[src/rtl/slp_pkg.sv]
package slp_pkg;
    typedef enum logic [1:0] {
        ST_AWAKE  = 2'd0,
        ST_ENTER  = 2'd1,
        ST_ASLEEP = 2'd2,
        ST_EXIT   = 2'd3
    } slp_state_e;
endpackage

[src/rtl/slp_sync.sv]
module slp_sync #(
    parameter int STAGES = 2
) (
    input  logic clk,
    input  logic rst_n,
    input  logic async_i,
    output logic sync_o
);
    logic [STAGES-1:0] chain_q;
    logic [STAGES-1:0] chain_d;

    generate
        for (genvar i = 0; i < STAGES; i++) begin : g_stage
            if (i == 0) begin : g_first
                assign chain_d[i] = async_i;
            end else begin : g_next
                assign chain_d[i] = chain_q[i-1];
            end
        end
    endgenerate

    always_ff @(posedge clk or negedge rst_n) begin
        if (!rst_n) chain_q <= '0;
        else        chain_q <= chain_d;
    end

    assign sync_o = chain_q[STAGES-1];
endmodule

[src/rtl/slp_fsm.sv]
module slp_fsm
    import slp_pkg::*;
#(
    parameter int ENTER_CYC = 2,
    parameter int EXIT_CYC  = 2
) (
    input  logic       clk,
    input  logic       rst_n,
    input  logic       req_s,
    input  logic       sel,
    input  logic       any_acc,
    output slp_state_e state_o,
    output logic       err_o
);
    localparam int MAXC = (ENTER_CYC > EXIT_CYC) ? ENTER_CYC : EXIT_CYC;
    localparam int CW   = $clog2(MAXC) + 1;
    localparam logic [CW-1:0] ENT_LOAD = CW'(ENTER_CYC - 1);
    localparam logic [CW-1:0] EXT_LOAD = CW'(EXIT_CYC - 1);

    typedef struct packed {
        slp_state_e    st;
        logic [CW-1:0] cnt;
        logic          err;
    } fsm_t;

    fsm_t fsm_d, fsm_q;

    always_comb begin
        fsm_d = fsm_q;
        case (fsm_q.st)
            ST_AWAKE: begin
                if (req_s) begin
                    fsm_d.st  = ST_ENTER;
                    fsm_d.cnt = ENT_LOAD;
                    if (sel) fsm_d.err = 1'b1;
                end
            end
            ST_ENTER: begin
                if (fsm_q.cnt == '0) fsm_d.st = ST_ASLEEP;
                else                 fsm_d.cnt = fsm_q.cnt - 1'b1;
            end
            ST_ASLEEP: begin
                if (!req_s) begin
                    fsm_d.st  = ST_EXIT;
                    fsm_d.cnt = EXT_LOAD;
                end
            end
            ST_EXIT: begin
                if (any_acc) fsm_d.err = 1'b1;
                if (fsm_q.cnt == '0) fsm_d.st = ST_AWAKE;
                else                 fsm_d.cnt = fsm_q.cnt - 1'b1;
            end
            default: fsm_d.st = ST_AWAKE;
        endcase
    end

    always_ff @(posedge clk or negedge rst_n) begin
        if (!rst_n) begin
            fsm_q.st  <= ST_AWAKE;
            fsm_q.cnt <= '0;
            fsm_q.err <= 1'b0;
        end else begin
            fsm_q <= fsm_d;
        end
    end

    assign state_o = fsm_q.st;
    assign err_o   = fsm_q.err;
endmodule

[src/rtl/slp_gate.sv]
module slp_gate
    import slp_pkg::*;
(
    input  slp_state_e state_i,
    input  logic       wr_req,
    input  logic       chip_sel,
    input  logic       strobe_a,
    input  logic       strobe_b,
    output logic       wr_en_o,
    output logic       acc_start_o,
    output logic       out_hiz,
    output logic       core_ready,
    output logic       sleep_active,
    output logic       recovering
);
    logic awake;

    always_comb begin
        awake        = (state_i == ST_AWAKE);
        core_ready   = awake;
        sleep_active = (state_i == ST_ASLEEP);
        recovering   = (state_i == ST_EXIT);
        out_hiz      = !awake;
        wr_en_o      = awake & wr_req;
        acc_start_o  = awake & chip_sel & (strobe_a | strobe_b);
    end
endmodule

[src/rtl/slp_ctrl.sv]
module slp_ctrl
    import slp_pkg::*;
#(
    parameter int SYNC_STAGES = 2,
    parameter int ENTER_CYC   = 2,
    parameter int EXIT_CYC    = 2
) (
    input  logic clk,
    input  logic rst_n,
    input  logic sleep_req,
    input  logic chip_sel,
    input  logic strobe_a,
    input  logic strobe_b,
    input  logic wr_req,
    output logic wr_en_o,
    output logic acc_start_o,
    output logic out_hiz,
    output logic core_ready,
    output logic sleep_active,
    output logic recovering,
    output logic proto_err
);
    logic       req_s;
    logic       any_acc;
    slp_state_e state;

    assign any_acc = chip_sel | strobe_a | strobe_b;

    slp_sync #(.STAGES(SYNC_STAGES)) u_sync (
        .clk     (clk),
        .rst_n   (rst_n),
        .async_i (sleep_req),
        .sync_o  (req_s)
    );

    slp_fsm #(.ENTER_CYC(ENTER_CYC), .EXIT_CYC(EXIT_CYC)) u_fsm (
        .clk     (clk),
        .rst_n   (rst_n),
        .req_s   (req_s),
        .sel     (chip_sel),
        .any_acc (any_acc),
        .state_o (state),
        .err_o   (proto_err)
    );

    slp_gate u_gate (
        .state_i      (state),
        .wr_req       (wr_req),
        .chip_sel     (chip_sel),
        .strobe_a     (strobe_a),
        .strobe_b     (strobe_b),
        .wr_en_o      (wr_en_o),
        .acc_start_o  (acc_start_o),
        .out_hiz      (out_hiz),
        .core_ready   (core_ready),
        .sleep_active (sleep_active),
        .recovering   (recovering)
    );
endmodule

[config.mk]
export PLATFORM = sky130hd
export DESIGN_NAME = slp_ctrl
export DESIGN_NICKNAME = d
export VERILOG_FILES = /design/src/rtl/slp_pkg.sv /design/src/rtl/slp_sync.sv /design/src/rtl/slp_fsm.sv /design/src/rtl/slp_gate.sv /design/src/rtl/slp_ctrl.sv
export SDC_FILE = /design/constraint.sdc
export NUM_CORES = 1
export LEC_CHECK = 0
export BUFFER_PORTS_ARGS = -buffer_cell sky130_fd_sc_hd__buf_2
export CORE_AREA = 2 2 39 41
export DETAILED_ROUTE_END_ITERATION = 10
export DIE_AREA = 0 0 41 43
export PLACE_DENSITY = 0.54
export SYNTH_ARGS = -nofsm -noshare
export SYNTH_HDL_FRONTEND = slang
export SYNTH_SLANG_ARGS = --single-unit
[constraint.sdc]
create_clock -name clk -period 2.6 [get_ports clk]
set_input_delay 0.13 -clock clk [delete_from_list [all_inputs] [get_ports clk]]
set_output_delay 0.13 -clock clk [all_outputs]
set_load 0.05 [all_outputs]
==> results.md, run 1 <==
* Drt first pass iters at 4
* Clock Skew at 0.00248 ns
* Top sig layer: met3
* FP Rows at 14
* Setup violators final at 0
* Antenna viol nets, final at 0
* EDFF count, synth at 0
* CTS Hold Buffers Added at 2
* IR drop worst, VDD at 0.527 mV
* Max Fanout on Critical Path at 5
* CTS Buf Count at 3
* Cell-by-cell trace of the critical path: inv_1 > ha_1 > o211a_1 > buf_2
* Layout area overhead at 33.4%
* Area leader, netlist: dfrtp_1
* Pwr dens at 1320 mW/mm^2
* Worst Path Required at 2.47 ns
* Hold Fails Final Rpt at 0
* Synth top cells by count: dfrtp_1 (7), ha_1 (6), inv_1 (4), a31oi_1 (2), nor2_1 (2)
* Largest net degree at the start of global routing at 8
* Startpoint class of the critical path: flip-flop
* Initial DRC count at 1
* Dpl ws at 1.00 ns
* Ys async rst share at 100%
* Initial Utilization at 28.4%
* CP endpoint: acc_start_o
* Vias in the first global route at 286
* CTS H-tree depth at 1
* Seq/Total Area, Yosys at 44.6%
* Drt wl/cell at 9.81 microns
* CP startpoint: u_fsm.state_o[0]
* Top FF cell, synth: dfrtp_1
* Met1 WL at 311 microns
* Final GP Congestion at 0.789
* Ant. Diodes at 0
* I/O Buffers at 13
* Max_cap viols at 0
* Final setup margin at 0.976 ns
* Via count at 308
* Worst slew margin at 79.8%
* Max incr delay on CP at 0.43 ns
* Worst skew pair latency at 0.24 ns
* Crit path max-delay cell type: dfrtp_1
* Die Area at 0.00176 sq mm
* Worst r2r path cells at 5
* DRC at 0
* CP endpoint kind: primary output
* R2R Setup Slk at 1.01 ns
* Layout cells sized above 1 at 35.8%
* Synthesis Warnings at 0
* Min-delay worst type: input pin to flip-flop
* Tcrit/Tclk final at 62.4%
* First-pass GRT wire length at 1.17 mm
* Worst Path Arrival at 1.49 ns
* RSZ-0062 raised after global routing: no
* Most frequent cell after synthesis: dfrtp_1
* Origin of the critical flop-to-flop path: u_fsm.state_o[0]
* CTS tree: yes
* Slew @ Worst Pin at 0.300 ns
* Fill count at 135
* Post-CTS sizing at 0
* Avg Inst Size Synth at 11.6 sq um
* I/O pin total at 14
* P_leak at 0.270 nW
* Final nets at 67
* Clock root cell: clkbuf_4
* Detail Route met3 WL at 67 microns
* Total GRT Usage at 10.8%
* Initial antenna violation count at 0
* Clock Tree Buf Depth at 2
* Final slew viol count at 0
* WL final at 677 microns
* Multi-input gate area at 203 sq um
* Yosys top cell area share at 44.6%
* Mapped Cells at 34
* Fmax at 0.616 GHz
* # Post-CTS Setup Buffers at 0
* R2R Path End: u_fsm.state_o[1]
* Clock transition at path regs at 0.05 ns
* Top cells by area, synth: dfrtp_1 (45%), ha_1 (19%), inv_1 (3.8%)
* Synth Cell Area at 393 sq um
* Total grt overflow at 0
* CORE AREA at 0.00138 sq mm
* CTS sink cnt at 7
* Die Wd at 41 microns
* #FFs+latches synth at 7
* Status: finished, final reports clean
* Height of the die at 43 microns
* Crit path kind: flip-flop to primary output
* Synthesized net count at 47
* Min Tclk post-route at 1.62 ns
* Register area at 175 sq um
* Via density at 4.46
* Netlist cell types at 18
* Final setup TNS at 0 ns
* Routed wl met2 at 298 microns
state kept, by name, indices dropped and copies added, names as in the netlist:
name and flops:
u_fsm.fsm_q 2, u_fsm.err_o 1, u_sync.chain_q 2, u_fsm.state_o 2
worst max-delay path, delay by kind of cell, from the launching register on:
family	cells	cell delay, ns
compound gates	1	0.16
flops	1	0.43
buf+inv	2	0.41
fa+ha+maj	1	0.25
per-layer routing:
layer	up-vias	track usage, %
li1	158	-
met1	134	12.3
met2	16	13.4
met3	0	7.85
met4	0	8.00
met5	-	0
cell usage in the layout (no fill, tap or decap):
master | synthesis | routed
o22ai_1 | 1 | 1
mux2i_1 | 1 | 1
nand3b_1 | 1 | 1
o211a_1 | 1 | 1
ha_1 | 6 | 6
dlygate4sd3_1 | 0 | 2
mux2i_2 | 1 | 1
buf_2 | 0 | 13
nand2_2 | 1 | 1
dfrtp_1 | 7 | 7
clkbuf_1 | 0 | 1
nor2_1 | 2 | 2
o211ai_1 | 1 | 1
a21boi_0 | 1 | 1
o311ai_0 | 1 | 1
a31oi_1 | 2 | 2
clkbuf_4 | 0 | 3
inv_1 | 4 | 4
mux2_4 | 1 | 1
and2_1 | 1 | 1
nand2_1 | 1 | 1
a21oi_1 | 1 | 1
worst min-delay path by stage:
stage	start	to	slack (ns)	cells after the start
after floorplan	rst_n	u_fsm.err_o	-0.17	0
after global placement	rst_n	u_fsm.fsm_q[1]	-0.03	1
after detailed placement	rst_n	u_fsm.fsm_q[2]	-0.03	1
after CTS	chip_sel	u_fsm.err_o	0.13	3
after global routing	chip_sel	u_fsm.err_o	0.12	3
final	chip_sel	u_fsm.err_o	0.14	3
area by class of cell:
cell class                 instances  share of cell area [%]
inverter                           4                    2.86
clock buffer                       4                    5.01
multi-input combinational         23                    38.7
sequential                         7                    33.4
tap                               16                    3.82
timing repair buffer              15                    16.2
power by group:
part           switching (W)  internal, W  total (W)  leakage (nW)
clock network      0.0000362    0.0000583  0.0000945        0.0150
registers          0.0000339     0.000138   0.000172        0.0811
logic               0.000279     0.000149   0.000428         0.174
logic make-up (layout without fill, tap and decap cells):
family          after synthesis  in the layout  synth area share (%)
compound gates                8              8                  14.7
fa+ha+maj                     6              6                  19.1
buf+inv                       4             23                  3.82
flops                         7              7                  44.6
mux                           3              3                  9.87
simple gates                  6              6                  7.96
metrics by stage:
step,cell area (sq um),utilization [%],cells,power [W],hold WS [ns]
after detailed placement,478,34.5,63,0.000599,-0.0288
after CTS,524,37.9,69,0.000702,0.133
final,524,37.9,69,0.000694,0.141
after floorplan,393,-,34,0.000525,-0.166
after global placement,478,34.5,63,0.000607,-0.0270
after global routing,524,37.9,69,0.000751,0.123
Note: power is estimated with default switching activity, not from simulation.
==> run 2, diff against run 1 <==
==> constraint.sdc (replaced) <==
create_clock -name clk -period 1.57 [get_ports clk]
set_input_delay 0.0785 -clock clk [delete_from_list [all_inputs] [get_ports clk]]
set_output_delay 0.0785 -clock clk [all_outputs]
set_load 0.05 [all_outputs]
==> run 2 against run 1 <==
  * Utilization increased by 3.9 points
  * Critical path depth rose by 1
  * Setup slack worse by 0.89 ns
  * Sequential power is 56% higher
==> results.md, run 2 (synthesis results as in run 1) <==
* Most frequent cells in the layout: buf_2 (11), dfrtp_1 (7), buf_4 (6)
* Setup violators final at 0
* Layout cells sized above 1 at 50.9%
* Ant. Diodes at 0
* Vias in the first global route at 331
* Clock root cell: clkbuf_4
* Largest net degree at the start of global routing at 8
* Drt first pass iters at 4
* # Post-CTS Setup Buffers at 0
* Final setup TNS at 0 ns
* Height of the die at 43 microns
* Layout area overhead at 47.1%
* Pwr dens at 2260 mW/mm^2
* Fmax at 0.676 GHz
* Die Wd at 41 microns
* RSZ-0062 raised after global routing: no
* Dpl ws at 0.133 ns
* Final nets at 71
* Initial Utilization at 28.4%
* Slew @ Worst Pin at 0.284 ns
* Max Fanout on Critical Path at 5
* Hold Fails Final Rpt at 0
* Worst Path Arrival at 1.40 ns
* Max_cap viols at 0
* Clock Skew at 0.00492 ns
* Min-delay worst type: input pin to flip-flop
* WL final at 823 microns
* Via density at 4.58
* DRC at 0
* Design Area, Final at 578 sq um
* Crit path kind: flip-flop to primary output
* Most common cell after layout, fill and taps aside: buf_2
* FP Rows at 14
* Via count at 334
* I/O pin total at 14
* P_leak at 0.287 nW
* Min Tclk post-route at 1.48 ns
* Placed cell area at 523 sq um
* Final setup margin at 0.0901 ns
* Antenna viol nets, final at 0
* Total GRT Usage at 12.6%
* CORE AREA at 0.00138 sq mm
* I/O Buffers at 13
* CTS Buf Count at 3
* Worst skew pair latency at 0.26 ns
* Initial antenna violation count at 0
* Total grt overflow at 0
* Worst Path Required at 1.49 ns
* Final GP Congestion at 0.782
* CTS tree: yes
* Total power at 0.00131 W
* CTS sink cnt at 7
* CTS H-tree depth at 1
* CP endpoint kind: primary output
* Status: finished, final reports clean
* Tcrit/Tclk final at 94.3%
* Fill count at 142
* Final slew viol count at 0
* Drt wl/cell at 11.3 microns
* HPWL after detailed placement at 642 microns
* First-pass GRT wire length at 1.44 mm
* Startpoint class of the critical path: flip-flop
* Initial DRC count at 6
* Die Area at 0.00176 sq mm
* IR drop worst, VDD at 1.13 mV
* Clock Tree Buf Depth at 2
* Clock transition at path regs at 0.06 ns
* Worst slew margin at 80.8%
run 2: routing by layer:
layer	global-route usage, %	wire [microns]
met4	6.00	22
met2	15.9	315
met5	0	0
met3	4.71	69
met1	18.3	415
run 2: worst max-delay path: stages, from the launching register on:
cell,delay [ns]
dfrtp_1,0.38
inv_2,0.12
ha_2,0.20
buf_4,0.11
o211a_1,0.13
buf_4,0.19
run 2: timing repair:
item | in CTS | in global routing
pin swaps | 0 | 0
endpoints found under the hold margin | 8 | 0
endpoints found under the setup margin | 2 | 3
gates resized for setup | 2 | 3
hold buffers | 2 | 0
run 2: power breakdown:
part	switching (W)	total [W]	leakage, nW	internal, W
clock network	0.0000775	0.000171	0.0177	0.0000937
registers	0.0000410	0.000269	0.0811	0.000228
logic	0.000528	0.000865	0.188	0.000337
run 2: worst paths after layout:
kind	depth (start not counted)	end	start	slack [ns]
worst max-delay path	5	acc_start_o	u_fsm.state_o[0]	0.09
worst min-delay path	3	u_fsm.err_o	chip_sel	0.07
worst max register to register	5	u_fsm.state_o[1]	u_fsm.state_o[0]	0.12
worst min register to register	0	u_sync.chain_q[1]	u_sync.chain_q[0]	0.35
max in group asynchronous	2	u_fsm.state_o[1]	rst_n	1.23
min in group asynchronous	2	u_fsm.fsm_q[1]	rst_n	0.18
run 2: final cells by class:
type	count	area (sq um)	area share [%]
clock buffer	3	22.5	3.90
timing repair buffer	19	120	20.8
sequential	7	175	30.3
multi-input combinational	23	220	38.1
inverter	4	15.0	2.60
tap	16	20.0	3.46
clock inverter	1	5.00	0.866
run 2: stage by stage:
stage / hold WS (ns) / util (%) / std cells
after floorplan: -0.217 / - / 34
after global placement: -0.0740 / 37.8 / 67
after detailed placement: -0.0734 / 37.8 / 67
after CTS: 0.0679 / 41.6 / 73
after global routing: 0.0952 / 41.8 / 73
final: 0.0692 / 41.8 / 73
